--- config.mk ---
export PLATFORM = sky130hd
export DESIGN_NAME = audio_stat_irq
export DESIGN_NICKNAME = d
export VERILOG_FILES = /design/src/rtl/asi_pkg.sv /design/src/rtl/asi_flag_bank.sv /design/src/rtl/asi_mask_reg.sv /design/src/rtl/asi_irq_gen.sv /design/src/rtl/audio_stat_irq.sv
export SDC_FILE = /design/constraint.sdc
export NUM_CORES = 1
export LEC_CHECK = 0
export BUFFER_PORTS_ARGS = -buffer_cell sky130_fd_sc_hd__buf_4
export CORE_ASPECT_RATIO = 1.1
export CORE_MARGIN = 3
export CORE_UTILIZATION = 35
export CTS_CLUSTER_DIAMETER = 40
export CTS_CLUSTER_SIZE = 20
export DETAILED_ROUTE_END_ITERATION = 8
export PLACE_DENSITY = 0.72
export SYNTH_ARGS = -nofsm -noshare
export SYNTH_HDL_FRONTEND = slang
export SYNTH_SLANG_ARGS = --single-unit
--- constraint.sdc ---
create_clock -name clk -period 1.3 [get_ports clk]
set_input_delay 0.065 -clock clk [delete_from_list [all_inputs] [get_ports clk]]
set_output_delay 0.065 -clock clk [all_outputs]
set_load 0.02 [all_outputs]
--- src/rtl/asi_pkg.sv ---
package asi_pkg;
    localparam int STAT_W   = 32;
    localparam int RX_ON_B  = 0;
    localparam int RX_RDY_B = 1;
    localparam int RX_OVR_B = 2;
    localparam int TX_ON_B  = 4;
    localparam int TX_SPC_B = 5;
    localparam int TX_UND_B = 6;
    localparam int RXCH_LSB = 8;
    localparam int TXCH_LSB = 20;
    localparam int CH_MAX   = 8;
    localparam int NSRC     = 4;

    typedef enum logic [2:0] {
        A_STAT  = 3'd0,
        A_CLR   = 3'd1,
        A_SET   = 3'd2,
        A_IEN   = 3'd3,
        A_IDIS  = 3'd4,
        A_IMASK = 3'd5,
        A_HOLD  = 3'd6
    } reg_sel_e;

    typedef struct packed {
        logic tx_und;
        logic tx_spc;
        logic rx_ovr;
        logic rx_rdy;
    } irq_src_t;

    function automatic irq_src_t src_from_word(input logic [STAT_W-1:0] w);
        irq_src_t s;
        s.tx_und = w[TX_UND_B];
        s.tx_spc = w[TX_SPC_B];
        s.rx_ovr = w[RX_OVR_B];
        s.rx_rdy = w[RX_RDY_B];
        return s;
    endfunction

    function automatic logic [STAT_W-1:0] word_from_src(input irq_src_t s);
        logic [STAT_W-1:0] w;
        w = '0;
        w[TX_UND_B] = s.tx_und;
        w[TX_SPC_B] = s.tx_spc;
        w[RX_OVR_B] = s.rx_ovr;
        w[RX_RDY_B] = s.rx_rdy;
        return w;
    endfunction
endpackage

--- src/rtl/asi_flag_bank.sv ---
module asi_flag_bank #(
    parameter int W = 9
) (
    input  logic         clk,
    input  logic         rst,
    input  logic [W-1:0] hw_set,
    input  logic [W-1:0] sw_clr,
    input  logic [W-1:0] sw_set,
    output logic [W-1:0] flags
);
    always_ff @(posedge clk) begin
        if (rst) flags <= '0;
        else     flags <= (flags & ~sw_clr) | sw_set | hw_set;
    end
endmodule

--- src/rtl/asi_mask_reg.sv ---
module asi_mask_reg
    import asi_pkg::*;
(
    input  logic     clk,
    input  logic     rst,
    input  logic     en_wr,
    input  logic     dis_wr,
    input  irq_src_t bits,
    output irq_src_t mask
);
    irq_src_t add_v, del_v;
    always_comb begin
        add_v = en_wr  ? bits : '0;
        del_v = dis_wr ? bits : '0;
    end

    always_ff @(posedge clk) begin
        if (rst) mask <= '0;
        else     mask <= (mask | add_v) & ~del_v;
    end
endmodule

--- src/rtl/asi_irq_gen.sv ---
module asi_irq_gen
    import asi_pkg::*;
(
    input  logic     clk,
    input  logic     rst,
    input  irq_src_t src,
    input  irq_src_t mask,
    output logic     irq
);
    always_ff @(posedge clk) begin
        if (rst) irq <= 1'b0;
        else     irq <= |(src & mask);
    end
endmodule

--- src/rtl/audio_stat_irq.sv ---
module audio_stat_irq
    import asi_pkg::*;
#(
    parameter int NCH = 8,
    parameter int AW  = 3,
    parameter int DW  = 32
) (
    input  logic              clk,
    input  logic              rst,
    input  logic              rx_on,
    input  logic              tx_on,
    input  logic              tx_space,
    input  logic              rx_got,
    input  logic [DW-1:0]     rx_sample,
    input  logic [NCH-1:0]    rx_ovr_ch,
    input  logic [NCH-1:0]    tx_und_ch,
    input  logic              bus_wr,
    input  logic              bus_rd,
    input  logic [AW-1:0]     bus_addr,
    input  logic [STAT_W-1:0] bus_wdata,
    output logic [STAT_W-1:0] bus_rdata,
    output logic              irq
);
    localparam int FW = NCH + 1;

    function automatic logic hit(input logic [AW-1:0] a, input reg_sel_e s);
        return a == AW'(s);
    endfunction

    logic clr_wr, set_wr, ien_wr, idis_wr, pop;
    always_comb begin
        clr_wr  = bus_wr && hit(bus_addr, A_CLR);
        set_wr  = bus_wr && hit(bus_addr, A_SET);
        ien_wr  = bus_wr && hit(bus_addr, A_IEN);
        idis_wr = bus_wr && hit(bus_addr, A_IDIS);
        pop     = bus_rd && hit(bus_addr, A_HOLD);
    end

    // Error field of the write word for each direction: {channels, aggregate}
    logic [FW-1:0] rx_field, tx_field;
    logic [FW-1:0] rx_flags, tx_flags;
    assign rx_field = {bus_wdata[RXCH_LSB +: NCH], bus_wdata[RX_OVR_B]};
    assign tx_field = {bus_wdata[TXCH_LSB +: NCH], bus_wdata[TX_UND_B]};

    logic unused_wbits;
    assign unused_wbits = ^bus_wdata;

    asi_flag_bank #(.W(FW)) u_rx_err (
        .clk    (clk),
        .rst    (rst),
        .hw_set ({rx_ovr_ch, |rx_ovr_ch}),
        .sw_clr (clr_wr ? rx_field : '0),
        .sw_set (set_wr ? rx_field : '0),
        .flags  (rx_flags)
    );

    asi_flag_bank #(.W(FW)) u_tx_err (
        .clk    (clk),
        .rst    (rst),
        .hw_set ({tx_und_ch, |tx_und_ch}),
        .sw_clr (clr_wr ? tx_field : '0),
        .sw_set (set_wr ? tx_field : '0),
        .flags  (tx_flags)
    );

    // Receive-ready: a new sample beats a concurrent read
    logic rdy_q;
    always_ff @(posedge clk) begin
        if (rst) rdy_q <= 1'b0;
        else     rdy_q <= rx_got | (rdy_q & ~pop);
    end

    logic [STAT_W-1:0] stat;
    always_comb begin
        stat = '0;
        stat[RX_ON_B]  = rx_on;
        stat[RX_RDY_B] = rdy_q;
        stat[RX_OVR_B] = rx_flags[0];
        stat[TX_ON_B]  = tx_on;
        stat[TX_SPC_B] = tx_space;
        stat[TX_UND_B] = tx_flags[0];
        stat[RXCH_LSB +: NCH] = rx_flags[FW-1:1];
        stat[TXCH_LSB +: NCH] = tx_flags[FW-1:1];
    end

    irq_src_t mask_q, live_src;
    assign live_src = src_from_word(stat);

    asi_mask_reg u_mask (
        .clk    (clk),
        .rst    (rst),
        .en_wr  (ien_wr),
        .dis_wr (idis_wr),
        .bits   (src_from_word(bus_wdata)),
        .mask   (mask_q)
    );

    asi_irq_gen u_irq (
        .clk  (clk),
        .rst  (rst),
        .src  (live_src),
        .mask (mask_q),
        .irq  (irq)
    );

    always_comb begin
        bus_rdata = '0;
        if (bus_rd) begin
            if (hit(bus_addr, A_STAT))  bus_rdata = stat;
            if (hit(bus_addr, A_IMASK)) bus_rdata = word_from_src(mask_q);
            if (hit(bus_addr, A_HOLD))  bus_rdata = STAT_W'(rx_sample);
        end
    end
endmodule

==> impl_metrics.ini <==
[status]
status = finished with violations
violations = negative setup slack

[die]
dieArea_sq_mm = 0.00502
core_area_sq_mm = 0.00399
start_util = 0.369
io_pins = 124
die_w_microns = 67.8
die_y_microns = 74.0
placementRows = 24

[routing]
drt_iter0_drc = 46
post_drt_wl_per_cell_microns = 13.8
route.detailed.drc = 0
wirelength_microns = 4880
vias = 1798
dr.pass1.iters = 4
ant_nets = 0
routed_via_density = 5.09

[yosys]
syn_avg_cell_area_sq_um = 7.96
synth_common_cells = a21oi_1 (42), dfxtp_1 (24), o21ai_0 (22)
yosys.cell_count.top_type = a21oi_1
postSynth.asyncResetShare = 0
synth_top_area_cell = dfxtp_1
syn_area_sq_mm = 0.00147
ys_types = 28
synth_edf_count = 0
seq_area_frac_synth = 0.326
syn_nets = 276
synth-seq-cells = 24
syn-instance-count = 185
netlist.area_leader.share = 0.326
synth_area_leaders = dfxtp_1 (33%), a21oi_1 (14%), o21ai_0 (7.5%)
synth_ff_type = dfxtp_1
yosys_warnings = 0

[timing]
hold_violations = 0
slew_headroom = 0.766
fin_skew_ps = 0.274
setup_viol = 3
whs_ps = 41.1
setup_slack_ps = -163
finalCritPeriodShare = 1.13
fmax_ghz = 0.684
grt_setup_unrepaired = yes
drv_slew = 0
fin_crit_ps = 1460
tightest_slew_ps = 348
setup_tns_ps = -457

[clock_network]
cts-root-buf = clkbuf_8
cts_tree = built
cts_num_sinks = 24
path_clk_slew_ps = 80
cts_inserted_buffers = 3
htreeDepth = 1
clk_latency_ps = 260
cts_buffer_depth = 2

[grt]
grt.total_usage = 0.191
grt_max_degree = 30
grt_first_pass_wirelength_microns = 7450
grt_pass1_vias = 1686
antenna_found_initial = 0
overflow = 0

[placed_design]
hpwl_microns = 3950
portBuffers = 111
place_area_sq_mm = 0.00238
gp_congestion = 0.785

[pwr]
power_density_mw_per_mm2 = 715
p_leak_uw = 0.00121
peakVddDrop_uv = 604

[setup_path]
end_kind = primary output
worstSetupPathType = flop to primary output
worstPathMaxFanout = 2
cp.arrival_ps = 1400
startpoint_type = flop
worst_ep_required_time_ps = 1240

[final_layout]
layout-drive-gt1-share = 0.495
antenna_cells = 0
fin_nets = 393
fin_area_sq_mm = 0.00251
areaGrowthSynthToFinish_pct = 70.2

[run]
max_cap_viol_count = 0

[worst_hold_path]
hold_class = primary input to flop
worst paths after layout:
path	startpoint	endpoint	slack, ps	depth (start not counted)
min	rx_got	rdy_q$_SDFF_PP0_	40	3
max reg2reg	u_tx_err.flags[0]$_SDFF_PP0_	u_irq.irq$_SDFF_PP0_	480	3
max	u_rx_err.flags[0]$_SDFF_PP0_	bus_rdata[2]	-160	4
min reg2reg	u_tx_err.flags[5]$_SDFF_PP0_	u_tx_err.flags[5]$_SDFF_PP0_	480	2
worst max-delay path: stages (launching register included):
cell and delay (ps):
dfxtp_2 330, or3b_1 340, a21o_2 200, a21oi_2 140, buf_6 130
logic make-up (layout without fill, tap and decap cells):
| family | after synthesis | in the layout | share of synthesized area |
|---|---|---|---|
| AO/OA/AOI/OAI | 94 | 94 | 0.399 |
| buffers and inverters | 32 | 148 | 0.104 |
| AND/OR/NAND/NOR | 35 | 35 | 0.170 |
| flip-flops | 24 | 24 | 0.326 |
layer usage:
metal | global-route usage | vias up | part of all wire
met4 | 0.0486 | 0 | 0.0051
met2 | 0.361 | 77 | 0.51
met3 | 0.0347 | 6 | 0.10
met5 | 0 | - | 0
li1 | - | 909 | -
met1 | 0.217 | 806 | 0.38
timing repair:
action,4_1_cts,5_1_grt
pin swaps,6,0
hold endpoints to repair,4,0
endpoints found under the setup margin,3,3
setup buffers,1,0
hold buffers,4,0
resized for setup,8,0
per-stage QoR:
stage / utilization / setup WS, ps / instances / total power (uW)
after floorplan: - / 12.2 / 185 / 1010
after global placement: 0.596 / 79.4 / 344 / 1290
after detailed placement: 0.596 / 66.8 / 344 / 1300
after CTS: 0.628 / -155 / 353 / 1810
after global routing: 0.628 / -219 / 353 / 1900
final: 0.628 / -163 / 353 / 1790
layout make-up:
class	instances	area, sq um
fill	387	1490
timing repair buffer	125	981
multi-input combinational	129	850
sequential	24	484
inverter	19	71.3
tap	52	65.1
clock buffer	4	55.1
cell usage in the layout, fill, tap and decap left out, types with 4 or more instances in the layout:
cell type and instances:
or3b_1 4, clkbuf_8 4, a22o_2 10, a22o_1 8
and2_1 10, nor4_1 4, inv_1 19, o21ai_0 22
buf_4 117, dlygate4sd3_1 4, a21o_2 4, nand2_1 8
a211oi_1 4, dfxtp_1 21, a21oi_1 39
report_power, final:
part / switching [uW] / internal (uW) / total [uW] / leakage (uW)
sequential: 23.4 / 782 / 806 / 0.000200
combinational: 205 / 283 / 488 / 0.000981
clock: 229 / 270 / 499 / 0.0000288
flip-flops by register name, indices dropped and copies added (netlist names):
name / count
u_rx_err.flags: 9
u_tx_err.flags: 9
u_mask.mask: 4
rdy_q: 1
u_irq.irq: 1
Power figures use the tool's default switching activity.
